<file path="config.mk">
export PLATFORM = sky130hd
export DESIGN_NAME = rs_pool
export DESIGN_NICKNAME = d
export VERILOG_FILES = /design/src/rtl/rs_pool_pkg.sv /design/src/rtl/rs_slots.sv /design/src/rtl/rs_pick.sv /design/src/rtl/rs_unit.sv /design/src/rtl/rs_pool.sv
export SDC_FILE = /design/constraint.sdc
export NUM_CORES = 1
export LEC_CHECK = 0
export BUFFER_PORTS_ARGS = -buffer_cell sky130_fd_sc_hd__buf_2
export CORE_UTILIZATION = 54
export CTS_CLUSTER_DIAMETER = 50
export CTS_CLUSTER_SIZE = 24
export DETAILED_ROUTE_END_ITERATION = 10
export GPL_ROUTABILITY_DRIVEN = 0
export PLACE_DENSITY = 0.81
export SYNTH_ARGS = -nofsm -noshare
export SYNTH_HDL_FRONTEND = slang
export SYNTH_SLANG_ARGS = --single-unit
</file>
<file path="constraint.sdc">
create_clock -name clk -period 5.31 [get_ports clk]
set_input_delay 1.062 -clock clk [delete_from_list [all_inputs] [get_ports clk]]
set_output_delay 1.062 -clock clk [all_outputs]
set_load 0.005 [all_outputs]
</file>
<file path="src/rtl/rs_pool_pkg.sv">
package rs_pool_pkg;

  typedef enum logic {
    KIND_A = 1'b0,
    KIND_B = 1'b1
  } ukind_e;

  // Units 0..num_a-1 are kind A, the rest kind B.
  function automatic ukind_e kind_of_unit(input int u, input int num_a);
    return (u < num_a) ? KIND_A : KIND_B;
  endfunction

endpackage

</file>
<file path="src/rtl/rs_slots.sv">
module rs_slots #(
  parameter int NRS = 4,
  parameter int DW  = 32,
  parameter int TW  = 4,
  parameter int OPW = 4
) (
  input  logic                     clk,
  input  logic                     rst,
  input  logic                     iss_valid,
  output logic                     iss_ready,
  input  logic                     iss_kind,
  input  logic [OPW-1:0]           iss_op,
  input  logic [TW-1:0]            iss_dst,
  input  logic                     iss_a_rdy,
  input  logic [TW-1:0]            iss_a_tag,
  input  logic [DW-1:0]            iss_a_val,
  input  logic                     iss_b_rdy,
  input  logic [TW-1:0]            iss_b_tag,
  input  logic [DW-1:0]            iss_b_val,
  input  logic                     cdb_valid,
  input  logic [TW-1:0]            cdb_tag,
  input  logic [DW-1:0]            cdb_val,
  input  logic [NRS-1:0]           taken,
  output logic [NRS-1:0]           cand,
  output logic [NRS-1:0]           skind,
  output logic [NRS-1:0][NRS-1:0]  older,
  output logic [NRS-1:0][OPW-1:0]  s_op,
  output logic [NRS-1:0][TW-1:0]   s_dst,
  output logic [NRS-1:0][DW-1:0]   s_a,
  output logic [NRS-1:0][DW-1:0]   s_b
);

  logic [NRS-1:0]           busy_q, issued_q, rdy_a_q, rdy_b_q, kind_q;
  logic [NRS-1:0][DW-1:0]   val_a_q, val_b_q;
  logic [NRS-1:0][TW-1:0]   tag_a_q, tag_b_q, dst_q;
  logic [NRS-1:0][OPW-1:0]  op_q;
  logic [NRS-1:0][NRS-1:0]  older_q;

  logic [NRS-1:0] hit_a, hit_b, eff_ra, eff_rb, release_s, alloc_oh;
  logic           new_a_hit, new_b_hit, do_alloc;

  // Wakeup: a matching broadcast counts as ready in the same cycle.
  always_comb begin
    for (int i = 0; i < NRS; i++) begin
      hit_a[i]     = cdb_valid && !rdy_a_q[i] && (tag_a_q[i] == cdb_tag);
      hit_b[i]     = cdb_valid && !rdy_b_q[i] && (tag_b_q[i] == cdb_tag);
      eff_ra[i]    = rdy_a_q[i] || hit_a[i];
      eff_rb[i]    = rdy_b_q[i] || hit_b[i];
      s_a[i]       = rdy_a_q[i] ? val_a_q[i] : cdb_val;
      s_b[i]       = rdy_b_q[i] ? val_b_q[i] : cdb_val;
      release_s[i] = busy_q[i] && issued_q[i] && cdb_valid && (dst_q[i] == cdb_tag);
      cand[i]      = busy_q[i] && !issued_q[i] && eff_ra[i] && eff_rb[i];
    end
  end

  // Lowest free index takes the next issued instruction.
  always_comb begin
    alloc_oh = '0;
    for (int i = NRS - 1; i >= 0; i--) begin
      if (!busy_q[i]) alloc_oh = NRS'(1) << i;
    end
    if (!do_alloc) alloc_oh = '0;
  end

  assign iss_ready = !(&busy_q);
  assign do_alloc  = iss_valid && iss_ready;
  assign new_a_hit = cdb_valid && (cdb_tag == iss_a_tag);
  assign new_b_hit = cdb_valid && (cdb_tag == iss_b_tag);

  always_ff @(posedge clk) begin
    if (rst) begin
      busy_q   <= '0;
      issued_q <= '0;
      older_q  <= '0;
    end else begin
      for (int i = 0; i < NRS; i++) begin
        if (alloc_oh[i]) begin
          busy_q[i]   <= 1'b1;
          issued_q[i] <= 1'b0;
          // Every station still occupied next cycle is older than this one.
          older_q[i]  <= busy_q & ~release_s;
        end else begin
          if (release_s[i]) busy_q[i] <= 1'b0;
          if (taken[i])     issued_q[i] <= 1'b1;
        end
      end
      for (int i = 0; i < NRS; i++) begin
        if (alloc_oh[i]) begin
          for (int k = 0; k < NRS; k++) begin
            if (k != i) older_q[k][i] <= 1'b0;
          end
        end
      end
    end
  end

  always_ff @(posedge clk) begin
    for (int i = 0; i < NRS; i++) begin
      if (alloc_oh[i]) begin
        kind_q[i]  <= iss_kind;
        op_q[i]    <= iss_op;
        dst_q[i]   <= iss_dst;
        tag_a_q[i] <= iss_a_tag;
        tag_b_q[i] <= iss_b_tag;
        rdy_a_q[i] <= iss_a_rdy || new_a_hit;
        rdy_b_q[i] <= iss_b_rdy || new_b_hit;
        val_a_q[i] <= iss_a_rdy ? iss_a_val : cdb_val;
        val_b_q[i] <= iss_b_rdy ? iss_b_val : cdb_val;
      end else begin
        if (hit_a[i]) begin
          rdy_a_q[i] <= 1'b1;
          val_a_q[i] <= cdb_val;
        end
        if (hit_b[i]) begin
          rdy_b_q[i] <= 1'b1;
          val_b_q[i] <= cdb_val;
        end
      end
    end
  end

  assign skind = kind_q;
  assign older = older_q;
  assign s_op  = op_q;
  assign s_dst = dst_q;

  // the picker only takes occupied, undispatched stations whose operands are present
  assert_grant_eligible_R10: assert property (@(posedge clk) disable iff (rst)
    (taken & ~(busy_q & ~issued_q & eff_ra & eff_rb)) == '0);

  // an accepted issue occupies its station on the next cycle
  assert_alloc_occupies_R2: assert property (@(posedge clk) disable iff (rst)
    (|alloc_oh) |=> ((busy_q & $past(alloc_oh)) == $past(alloc_oh)));

endmodule

</file>
<file path="src/rtl/rs_pick.sv">
module rs_pick
  import rs_pool_pkg::*;
#(
  parameter int NRS   = 4,
  parameter int NUM_A = 1,
  parameter int NU    = 2
) (
  input  logic                    clk,
  input  logic                    rst,
  input  logic [NRS-1:0]          cand,
  input  logic [NRS-1:0]          skind,
  input  logic [NRS-1:0][NRS-1:0] older,
  input  logic [NU-1:0]           unit_free,
  output logic [NU-1:0][NRS-1:0]  grant,
  output logic [NRS-1:0]          taken
);

  // Units are served in index order; each takes the oldest eligible
  // station not already claimed by a lower-numbered unit.
  always_comb begin
    logic [NRS-1:0] avail;
    logic [NRS-1:0] mask;
    avail = cand;
    taken = '0;
    for (int u = 0; u < NU; u++) begin
      if (kind_of_unit(u, NUM_A) == KIND_B) mask = avail & skind;
      else                                  mask = avail & ~skind;
      if (!unit_free[u]) mask = '0;
      for (int i = 0; i < NRS; i++) begin
        grant[u][i] = mask[i] && ((older[i] & mask) == '0);
      end
      avail = avail & ~grant[u];
      taken = taken | grant[u];
    end
  end

  for (genvar u = 0; u < NU; u++) begin : g_chk
    // a unit is given at most one station per cycle
    assert_one_per_unit_R5: assert property (@(posedge clk) disable iff (rst)
      $onehot0(grant[u]));
  end

endmodule

</file>
<file path="src/rtl/rs_unit.sv">
module rs_unit #(
  parameter int DW  = 32,
  parameter int TW  = 4,
  parameter int OPW = 4,
  parameter int LAT = 2
) (
  input  logic           clk,
  input  logic           rst,
  input  logic           start,
  input  logic [TW-1:0]  st_tag,
  input  logic [OPW-1:0] st_op,
  input  logic [DW-1:0]  st_a,
  input  logic [DW-1:0]  st_b,
  input  logic           cdb_valid,
  input  logic [TW-1:0]  cdb_tag,
  output logic           busy,
  output logic           done,
  output logic [TW-1:0]  tag,
  output logic [OPW-1:0] op,
  output logic [DW-1:0]  a,
  output logic [DW-1:0]  b
);

  localparam int CW = (LAT > 1) ? $clog2(LAT) : 1;

  logic          busy_q;
  logic [CW-1:0] cnt_q;

  assign busy = busy_q;
  assign done = busy_q && (cnt_q == '0);

  always_ff @(posedge clk) begin
    if (rst) begin
      busy_q <= 1'b0;
      cnt_q  <= '0;
    end else if (start) begin
      busy_q <= 1'b1;
      cnt_q  <= CW'(LAT - 1);
    end else if (busy_q) begin
      if (cnt_q != '0) cnt_q <= cnt_q - 1'b1;
      else if (cdb_valid && (cdb_tag == tag)) busy_q <= 1'b0;
    end
  end

  always_ff @(posedge clk) begin
    if (start) begin
      tag <= st_tag;
      op  <= st_op;
      a   <= st_a;
      b   <= st_b;
    end
  end

  // a unit is only started while idle
  assert_start_idle_R7: assert property (@(posedge clk) disable iff (rst)
    start |-> !busy_q);

  // an occupied unit is not released before its latency has elapsed
  assert_hold_until_done_R7: assert property (@(posedge clk) disable iff (rst)
    (busy_q && !done) |=> busy_q);

  // first execution cycle shows done only for a single-cycle unit
  assert_first_cycle_R6: assert property (@(posedge clk) disable iff (rst)
    start |=> (busy_q && (done == (LAT == 1))));

endmodule

</file>
<file path="src/rtl/rs_pool.sv">
module rs_pool
  import rs_pool_pkg::*;
#(
  parameter int NUM_RS = 4,
  parameter int NUM_A  = 1,
  parameter int NUM_B  = 1,
  parameter int LAT_A  = 2,
  parameter int LAT_B  = 4,
  parameter int DW     = 32,
  parameter int TW     = 4,
  parameter int OPW    = 4
) (
  input  logic                           clk,
  input  logic                           rst,
  input  logic                           iss_valid,
  output logic                           iss_ready,
  input  logic                           iss_kind,
  input  logic [OPW-1:0]                 iss_op,
  input  logic [TW-1:0]                  iss_dst,
  input  logic                           iss_a_rdy,
  input  logic [TW-1:0]                  iss_a_tag,
  input  logic [DW-1:0]                  iss_a_val,
  input  logic                           iss_b_rdy,
  input  logic [TW-1:0]                  iss_b_tag,
  input  logic [DW-1:0]                  iss_b_val,
  input  logic                           cdb_valid,
  input  logic [TW-1:0]                  cdb_tag,
  input  logic [DW-1:0]                  cdb_val,
  output logic [NUM_A+NUM_B-1:0]         ex_busy,
  output logic [NUM_A+NUM_B-1:0]         ex_done,
  output logic [(NUM_A+NUM_B)*TW-1:0]    ex_tag,
  output logic [(NUM_A+NUM_B)*OPW-1:0]   ex_op,
  output logic [(NUM_A+NUM_B)*DW-1:0]    ex_a,
  output logic [(NUM_A+NUM_B)*DW-1:0]    ex_b
);

  localparam int NU = NUM_A + NUM_B;

  logic [NUM_RS-1:0]             cand, skind, taken;
  logic [NUM_RS-1:0][NUM_RS-1:0] older;
  logic [NUM_RS-1:0][OPW-1:0]    s_op;
  logic [NUM_RS-1:0][TW-1:0]     s_dst;
  logic [NUM_RS-1:0][DW-1:0]     s_a, s_b;
  logic [NU-1:0][NUM_RS-1:0]     grant;

  logic [NU-1:0]          u_start;
  logic [NU-1:0][TW-1:0]  u_tag;
  logic [NU-1:0][OPW-1:0] u_op;
  logic [NU-1:0][DW-1:0]  u_a, u_b;

  rs_slots #(.NRS(NUM_RS), .DW(DW), .TW(TW), .OPW(OPW)) slots (
    .clk(clk), .rst(rst),
    .iss_valid(iss_valid), .iss_ready(iss_ready), .iss_kind(iss_kind),
    .iss_op(iss_op), .iss_dst(iss_dst),
    .iss_a_rdy(iss_a_rdy), .iss_a_tag(iss_a_tag), .iss_a_val(iss_a_val),
    .iss_b_rdy(iss_b_rdy), .iss_b_tag(iss_b_tag), .iss_b_val(iss_b_val),
    .cdb_valid(cdb_valid), .cdb_tag(cdb_tag), .cdb_val(cdb_val),
    .taken(taken), .cand(cand), .skind(skind), .older(older),
    .s_op(s_op), .s_dst(s_dst), .s_a(s_a), .s_b(s_b)
  );

  rs_pick #(.NRS(NUM_RS), .NUM_A(NUM_A), .NU(NU)) pick (
    .clk(clk), .rst(rst),
    .cand(cand), .skind(skind), .older(older),
    .unit_free(~ex_busy), .grant(grant), .taken(taken)
  );

  // Route the granted station's fields to its unit.
  always_comb begin
    for (int u = 0; u < NU; u++) begin
      u_start[u] = |grant[u];
      u_tag[u]   = '0;
      u_op[u]    = '0;
      u_a[u]     = '0;
      u_b[u]     = '0;
      for (int i = 0; i < NUM_RS; i++) begin
        if (grant[u][i]) begin
          u_tag[u] = s_dst[i];
          u_op[u]  = s_op[i];
          u_a[u]   = s_a[i];
          u_b[u]   = s_b[i];
        end
      end
    end
  end

  for (genvar u = 0; u < NU; u++) begin : g_unit
    localparam int L = (kind_of_unit(u, NUM_A) == KIND_A) ? LAT_A : LAT_B;
    rs_unit #(.DW(DW), .TW(TW), .OPW(OPW), .LAT(L)) unit (
      .clk(clk), .rst(rst),
      .start(u_start[u]), .st_tag(u_tag[u]), .st_op(u_op[u]),
      .st_a(u_a[u]), .st_b(u_b[u]),
      .cdb_valid(cdb_valid), .cdb_tag(cdb_tag),
      .busy(ex_busy[u]), .done(ex_done[u]),
      .tag(ex_tag[u*TW +: TW]), .op(ex_op[u*OPW +: OPW]),
      .a(ex_a[u*DW +: DW]), .b(ex_b[u*DW +: DW])
    );
  end

endmodule

</file>
==> Flow_metrics.wiki, run 1 <==
{| class="wikitable"
! Metric !! Value
|-
| Synth Cell Area || around 28000 um^2
|-
| Required time worst endpoint || between 5000 and 6000 ps
|-
| Post-CTS Hold Buffers || 0
|-
| Static Leak || 11.37 nW
|-
| Simple logic cell fraction of the synthesized area || 9.883%
|-
| Buffers on Ports || 271
|-
| Drt initial violations || 3071
|-
| Start-to-end type of the worst setup path || in -> reg
|-
| Total length of routed wires || between 80000 and 90000 um
|-
| Dominant combinational cell family by area after synthesis || multiplexers
|-
| Antenna violations before repair || 23
|-
| DRT antenna net count || 0
|-
| Post-synthesis cell type count || 63
|-
| Post CTS Setup Buffer Count || 0
|-
| Worst path bufs/invs || 3
|-
| Peak clock frequency supported by timing || approximately 240 MHz
|-
| Worst setup EP type || register
|-
| Inst Count DP || between 3000 and 4000
|-
| Cells taking the most area after synthesis || sky130_fd_sc_hd__edfxtp_1 (50%), sky130_fd_sc_hd__mux2_2 (18%), sky130_fd_sc_hd__nor3b_1 (3.5%)
|-
| CP max-delay cell || sky130_fd_sc_hd__or4b_1
|-
| Register-to-Register Setup Slack || ~1400 ps
|-
| Beginning of the worst register-to-register path || slots.rdy_a_q[0]
|-
| Final non-filler cell total || roughly 3100
|-
| First-pass iteration count of the detailed router || 8
|-
| RSZ-0062 raised after global routing || no
|-
| Xor and xnor area share after synthesis || under 10%
|-
| Number of placement rows || 83
|-
| Worst slew pin tran || 1347 ps
|-
| Crit path launch type || input pin
|-
| Signed area change from the synthesized netlist to the final layout || 12.16%
|-
| Critical path's top delay family || compound AO/OA/AOI/OAI gates
|-
| R2r endpoint || g_unit[0].unit.b[18]
|-
| Mapped Cells || 2278
|-
| Final TNS setup || 0 ps
|-
| Number of clock buffers inserted by TritonCTS || 47
|-
| Post-DP HPWL || a little over 50000 um
|-
| Fillcell total || around 3900
|-
| Warnings from Yosys || 0
|-
| Ratio of total power to cell area || 285.3 nW/um^2
|-
| Die extent in x || ~230 um
|-
| Number of cells on the worst reg-to-reg path || 8
|-
| Number of enable flip-flop cells after synthesis || between 400 and 500
|-
| Max Root-Sink Buffers || 3
|-
| Clock network latency to the later pin of the worst-skew pair || approximately 610 ps
|-
| Drc violations || 0
|-
| Global-route wire length before repair || 131300 um
|-
| Startpoint of the tightest hold check path || slots.older[0]
|-
| Hold violation count in the final report || 0
|-
| Average size of a mapped cell || roughly 12 um^2
|-
| Root Driver || sky130_fd_sc_hd__clkbuf_16
|-
| Max Slew Vio Count || 0
|-
| Commonest register cell after synthesis || sky130_fd_sc_hd__edfxtp_1
|-
| Minimum period implied by the final worst setup slack || ~4200 ps
|-
| Worst clock skew || roughly 29 ps
|-
| Total of flip-flops plus latches after synthesis || just over 500
|-
| Portion of the clock cycle consumed by the worst path in the final layout || around four fifths
|-
| Number of cells on the worst hold path || 2
|-
| CTS tree || done
|-
| Post-layout nets || between 2000 and 3000
|-
| Post-synth ARST share || 0%
|-
| Top cell type's share of synthesized area || approximately half
|-
| Count of maximum capacitance violations || 0
|-
| Sequential fraction of the synthesis area || a little over half
|-
| Total power || approximately 9 mW
|-
| Total track usage || about 33%
|-
| Die Outline Area || 53410 um^2
|-
| Final number of setup-violating endpoints || 0
|-
| Number of H-tree levels || 2
|-
| Worst slew margin relative to its limit || 9.907%
|-
| CP Max Fanout || 23
|-
| Fraction of the mapped netlist area in compound gates || 11.26%
|-
| Hold Path Sink || slots.older[0]
|-
| Arr. time, crit path || between 4000 and 5000 ps
|-
| Die H || about 230 um
|-
| Via-to-Cell Ratio || slightly below 7
|-
| Final routed wire length divided by cell count || roughly 29 um
|-
| Post-synthesis mux area share || 20.59%
|-
| Global-route congestion overflow total || 0
|-
| Vias in the first global route || 21300
|-
| Count of cells resized by post-cts repair || 0
|-
| Dominant cell type by area after synthesis || sky130_fd_sc_hd__edfxtp_1
|-
| Clock-pin slew on the worst setup and hold paths || 80 ps
|-
| Via count || 21740
|-
| Stage delay of the slowest cell on the critical path || around 600 ps
|-
| Effective utilization at floorplan || a little over half
|-
| Clock tree sinks || between 500 and 600
|-
| Largest net degree at the start of global routing || between 100 and 150
|-
| Peak supply drop || roughly 0.00034 V
|-
| Post-synthesis share of cell area spent on full adders, half adders and majority gates || less than 1%
|-
| Fraction of final layout cells with drive strength greater than 1 || about 37%
|-
| Nets in the synthesized netlist || between 2000 and 2500
|-
| Critical-path cell list || buf_2 > inv_1 > a222oi_1 > a31oi_1 > or4b_1 > a2111oi_4 > o21bai_4 > buf_4 > o311ai_1 > o311a_1
|-
| Type of the tightest min-delay check || reg -> reg
|-
| Core box area || approximately 52000 um^2
|-
| # IOs || about 270
|-
| Result of the run || complete, no violations
|}
==> per-layer routing <==
layer  share of wire, %  routed length, um  GRT usage [%]  vias up
met5               0.12                112              0        -
met4                5.4               4886          19.95       18
met3                 12              10950          7.726      395
met2                 46              41670          51.37     1689
met1                 36              32370          41.49    10520
li1                   -                  -              -     9123
==> placed cells by master, fill, tap and decap left out, drive strengths merged, types with 8 or more instances in the layout <==
cell / count
edfxtp: 476
a21oi: 16
clkbuf: 50
nor3: 29
and2: 66
o311a: 64
xor2: 37
o22ai: 74
nand2: 166
a2bb2oi: 8
o311ai: 64
mux2: 448
xnor2: 16
dfxtp: 29
diode: 14
and3: 8
o21ai: 75
nor3b: 132
nand2b: 8
a221oi: 72
nor2: 32
inv: 37
mux2i: 79
nor2b: 15
nand3: 15
buf: 326
clkinv: 19
==> flip-flops by register name (all words and copies together), names as in the netlist, 8 cells and up <==
register,flops
slots.s_dst,16
g_unit.unit.b,64
slots.tag_b_q,16
g_unit.unit.tag,8
slots.s_op,16
slots.older,16
g_unit.unit.a,64
g_unit.unit.op,8
slots.val_b_q,128
slots.tag_a_q,16
slots.val_a_q,128
==> worst reg2reg max path, stage by stage (launching register included) <==
cell	delay, ps
sky130_fd_sc_hd__edfxtp_1	360
sky130_fd_sc_hd__buf_4	710
sky130_fd_sc_hd__a31oi_1	270
sky130_fd_sc_hd__or4b_1	600
sky130_fd_sc_hd__a2111oi_4	490
sky130_fd_sc_hd__o21bai_4	360
sky130_fd_sc_hd__buf_4	360
sky130_fd_sc_hd__o311ai_1	380
sky130_fd_sc_hd__o311a_1	220
==> synth_stat cells, types with 64 or more instances <==
library cell	n
sky130_fd_sc_hd__nor3b_1	132
sky130_fd_sc_hd__nand2_1	166
sky130_fd_sc_hd__mux2i_1	79
sky130_fd_sc_hd__o311a_1	64
sky130_fd_sc_hd__clkbuf_1	143
sky130_fd_sc_hd__edfxtp_1	476
sky130_fd_sc_hd__a221oi_1	72
sky130_fd_sc_hd__mux2_2	448
sky130_fd_sc_hd__and2_1	66
sky130_fd_sc_hd__o22ai_1	74
sky130_fd_sc_hd__buf_1	72
sky130_fd_sc_hd__o21ai_0	75
==> stage by stage <==
step                      utilization (%)  cell area, um^2  hold slack (ps)  setup slack [ps]
final                               61.60            31790            460.3              1085
after global routing                61.58            31780            497.7             940.3
after detailed placement            58.39            30140            442.0             561.4
after global placement              58.39            30140            433.6             687.7
after floorplan                         -            28350            411.3             297.8
after CTS                           61.53            31760            453.9              1172
==> where the power goes <==
part	switching [mW]	total [mW]	internal [mW]	leakage (nW)
Sequential	0.0712	4.58	4.51	4.73
Combinational	0.531	0.908	0.377	5.86
Clock	1.68	3.58	1.90	0.790
==> worst max path at each step <==
stage / from / to / slack [ps] / depth (start not counted)
detailed placement: cdb_tag[0] / g_unit[0].unit.b[18] / 560 / 10
floorplan: cdb_tag[1] / g_unit[0].unit.a[0] / 300 / 10
global placement: cdb_tag[0] / g_unit[0].unit.b[17] / 690 / 11
CTS: cdb_tag[0] / g_unit[0].unit.b[18] / 1170 / 10
finish: cdb_tag[0] / g_unit[0].unit.b[18] / 1080 / 10
global route: cdb_tag[0] / g_unit[0].unit.a[13] / 940 / 10
==> cell families (layout without fill, tap and decap cells) <==
family / after synthesis / after routing
AO/OA/AOI/OAI: 412 / 412
AND/OR/NAND/NOR: 498 / 498
adder cells (fa/ha/maj): 1 / 1
multiplexers: 527 / 527
flip-flops: 505 / 505
other: 0 / 14
buffers and inverters: 282 / 439
XOR/XNOR: 53 / 53
==> final cells by class <==
class                   instances  area [um^2]  share of cell area, %
clock inverters                36        390.4                  1.228
multi-input cells            1491        12440                  39.13
diodes                         14        35.03                 0.1102
clock buffers                  50         1230                  3.868
flip-flops and latches        505        14870                  46.78
inverters                      27        103.9                 0.3266
well taps                     680        850.8                  2.676
repair buffers                326         1869                  5.879
(Power assumes the default switching activity.)
==> inputs of run 2 (changes only) <==
- clock period: 5.31 -> 3.6 ns (I/O delays scaled with it)
==> run 2 against run 1 <==
Effect of this change:
- clock skew is 6.3 ps higher
- die area is the same
- cell count grew 2.9%
- via count up 2.7%
- register-to-register slack worse by 1300 ps
- worst setup slack worse by 990 ps
- highest routed layer unchanged
==> Flow_metrics.wiki, run 2 (synthesis gave the netlist of run 1 again) <==
{| class="wikitable"
! Metric !! Value
|-
| Start-to-end type of the worst setup path || reg -> reg
|-
| Post-CTS Hold Buffers || 0
|-
| Die H || approximately 230 um
|-
| Count of cells resized by post-cts repair || 0
|-
| Required time worst endpoint || 4070 ps
|-
| RSZ-0062 raised after global routing || no
|-
| Worst path bufs/invs || 2
|-
| Minimum period implied by the final worst setup slack || 3508 ps
|-
| Max Slew Vio Count || 0
|-
| Number of placement rows || between 80 and 90
|-
| Largest net degree at the start of global routing || 81
|-
| Critical-path cell list || nand2b_1 > a2111oi_4 > a31oi_2 > or4b_1 > a2111oi_4 > o21bai_4 > buf_12 > buf_12 > o311ai_1 > o311a_1
|-
| Portion of the clock cycle consumed by the worst path in the final layout || a little over nine tenths
|-
| Effective utilization at floorplan || a little over half
|-
| Post-DP HPWL || ~56000 um
|-
| Peak clock frequency supported by timing || approximately 290 MHz
|-
| Largest registers ranked by flip-flop count || slots.val_a_q x128, slots.val_b_q x128
|-
| Vias in the first global route || about 22000
|-
| Fraction of final layout cells with drive strength greater than 1 || about two fifths
|-
| Via count || about 22000
|-
| Signed area change from the synthesized netlist to the final layout || 16.79%
|-
| Drt initial violations || 3135
|-
| Post-Route Utilization || around 64%
|-
| Drc violations || 0
|-
| Die Outline Area || 53410 um^2
|-
| Result of the run || complete, no violations
|-
| Post CTS Setup Buffer Count || 0
|-
| Core box area || ~52000 um^2
|-
| Final standard cell area without fillers || between 30000 and 40000 um^2
|-
| Global-route congestion overflow total || 0
|-
| Final non-filler cell total || ~3200
|-
| Commonest cells after routing, fill and taps aside || sky130_fd_sc_hd__edfxtp_1 (476), sky130_fd_sc_hd__mux2_2 (448), sky130_fd_sc_hd__buf_2 (271)
|-
| Hold violation count in the final report || 0
|-
| Final routed wire length divided by cell count || between 20 and 30 um
|-
| DRT antenna net count || 0
|-
| Post-layout nets || roughly 2600
|-
| Critical path's top delay family || compound AO/OA/AOI/OAI gates
|-
| Global-route wire length before repair || approximately 140000 um
|-
| Startpoint of the tightest hold check path || iss_dst[3]
|-
| Type of the tightest min-delay check || in -> reg
|-
| Beginning of the worst register-to-register path || slots.rdy_a_q[0]
|-
| CP Max Fanout || 18
|-
| Worst slew margin relative to its limit || between 30% and 40%
|-
| Total track usage || between 30% and 40%
|-
| Total power || around 14 mW
|-
| Number of clock buffers inserted by TritonCTS || 47
|-
| Number of H-tree levels || 2
|-
| Clock tree sinks || approximately 510
|-
| Inst Count DP || roughly 3100
|-
| Count of maximum capacitance violations || 0
|-
| Worst setup EP type || register
|-
| Via-to-Cell Ratio || ~6.9
|-
| Max Root-Sink Buffers || 3
|-
| Ratio of total power to cell area || approximately 420 nW/um^2
|-
| Peak supply drop || around 0.00037 V
|-
| Arr. time, crit path || 3980 ps
|-
| Final number of setup-violating endpoints || 0
|-
| CP startpoint || slots.rdy_a_q[0]
|-
| Worst slew pin tran || between 900 and 1000 ps
|-
| Placement Cell Area || 31340 um^2
|-
| Crit path launch type || register
|-
| Static Leak || 12.02 nW
|-
| Total length of routed wires || approximately 94000 um
|-
| Most common library cell in the layout ignoring fill and taps || sky130_fd_sc_hd__edfxtp_1
|-
| CTS tree || done
|-
| Root Driver || sky130_fd_sc_hd__clkbuf_16
|-
| CP max-delay cell || sky130_fd_sc_hd__or4b_1
|-
| Die extent in x || 231.1 um
|-
| Buffers on Ports || ~270
|-
| Stage delay of the slowest cell on the critical path || ~570 ps
|-
| Clock network latency to the later pin of the worst-skew pair || between 600 and 700 ps
|-
| Antenna violations before repair || 20
|-
| # IOs || roughly 270
|-
| First-pass iteration count of the detailed router || 8
|-
| Worst clock skew || ~35 ps
|-
| Clock-pin slew on the worst setup and hold paths || about 80 ps
|}
run 2: cell types whose count changed in the layout (fill, tap and decap cells not counted), sizes merged:
| cell | before | now |
|---|---|---|
| clkinv | 19 | 14 |
| buf | 326 | 416 |
| inv | 37 | 41 |
| clkbuf | 50 | 49 |
| bufinv | 3 | 5 |
| clkinvlp | 4 | 5 |
run 2: metrics by stage:
step	worst slack, ps	hold WS, ps	TNS, ps
2_1_floorplan	-509.3	411.3	-70290
3_3_place_gp	-171.3	433.3	-9479
3_5_place_dp	-269.2	435.0	-24120
4_1_cts	130.9	319.2	0
5_1_grt	19.48	322.8	0
6_report	91.80	328.5	0
run 2: worst reg2reg max path: stages, from the launching register on:
cell                        delay [ps]
sky130_fd_sc_hd__edfxtp_1          450
sky130_fd_sc_hd__nand2b_1          210
sky130_fd_sc_hd__a2111oi_4         330
sky130_fd_sc_hd__a31oi_2           220
sky130_fd_sc_hd__or4b_1            570
sky130_fd_sc_hd__a2111oi_4         500
sky130_fd_sc_hd__o21bai_4          160
sky130_fd_sc_hd__buf_12            210
sky130_fd_sc_hd__buf_12            150
sky130_fd_sc_hd__o311ai_1          330
sky130_fd_sc_hd__o311a_1           230
run 2: layer usage:
layer	routed length (um)	GRT usage, %	up-vias
met3	11280	8.280	431
met2	43190	53.48	1773
li1	-	-	9318
met1	33740	43.31	10790
met5	70	0	-
met4	5403	21.17	12
run 2: layout make-up:
| cell class | count | area (um^2) |
|---|---|---|
| Tap cell | 680 | 850.8 |
| Clock buffer | 49 | 1226 |
| Sequential cell | 505 | 14870 |
| Multi-Input combinational cell | 1491 | 12500 |
| Clock inverter | 38 | 508.0 |
| Antenna cell | 14 | 35.03 |
| Inverter | 27 | 108.9 |
| Fill cell | 3731 | 18510 |
| Timing Repair Buffer | 416 | 3008 |
run 2: worst paths after layout:
path              slack [ps]              endpoint  cells after the start
setup / recovery          90  g_unit[0].unit.b[25]                     10
hold / removal           330        slots.s_dst[3]                      1
setup reg to reg          90  g_unit[0].unit.b[25]                     10
hold reg to reg          450        slots.older[0]                      2
run 2: where the power goes:
part	total [mW]	leakage (nW)	internal [mW]	switching (mW)
registers	6.76	4.73	6.65	0.105
clock network	5.61	0.837	3.00	2.61
logic	1.45	6.46	0.630	0.821
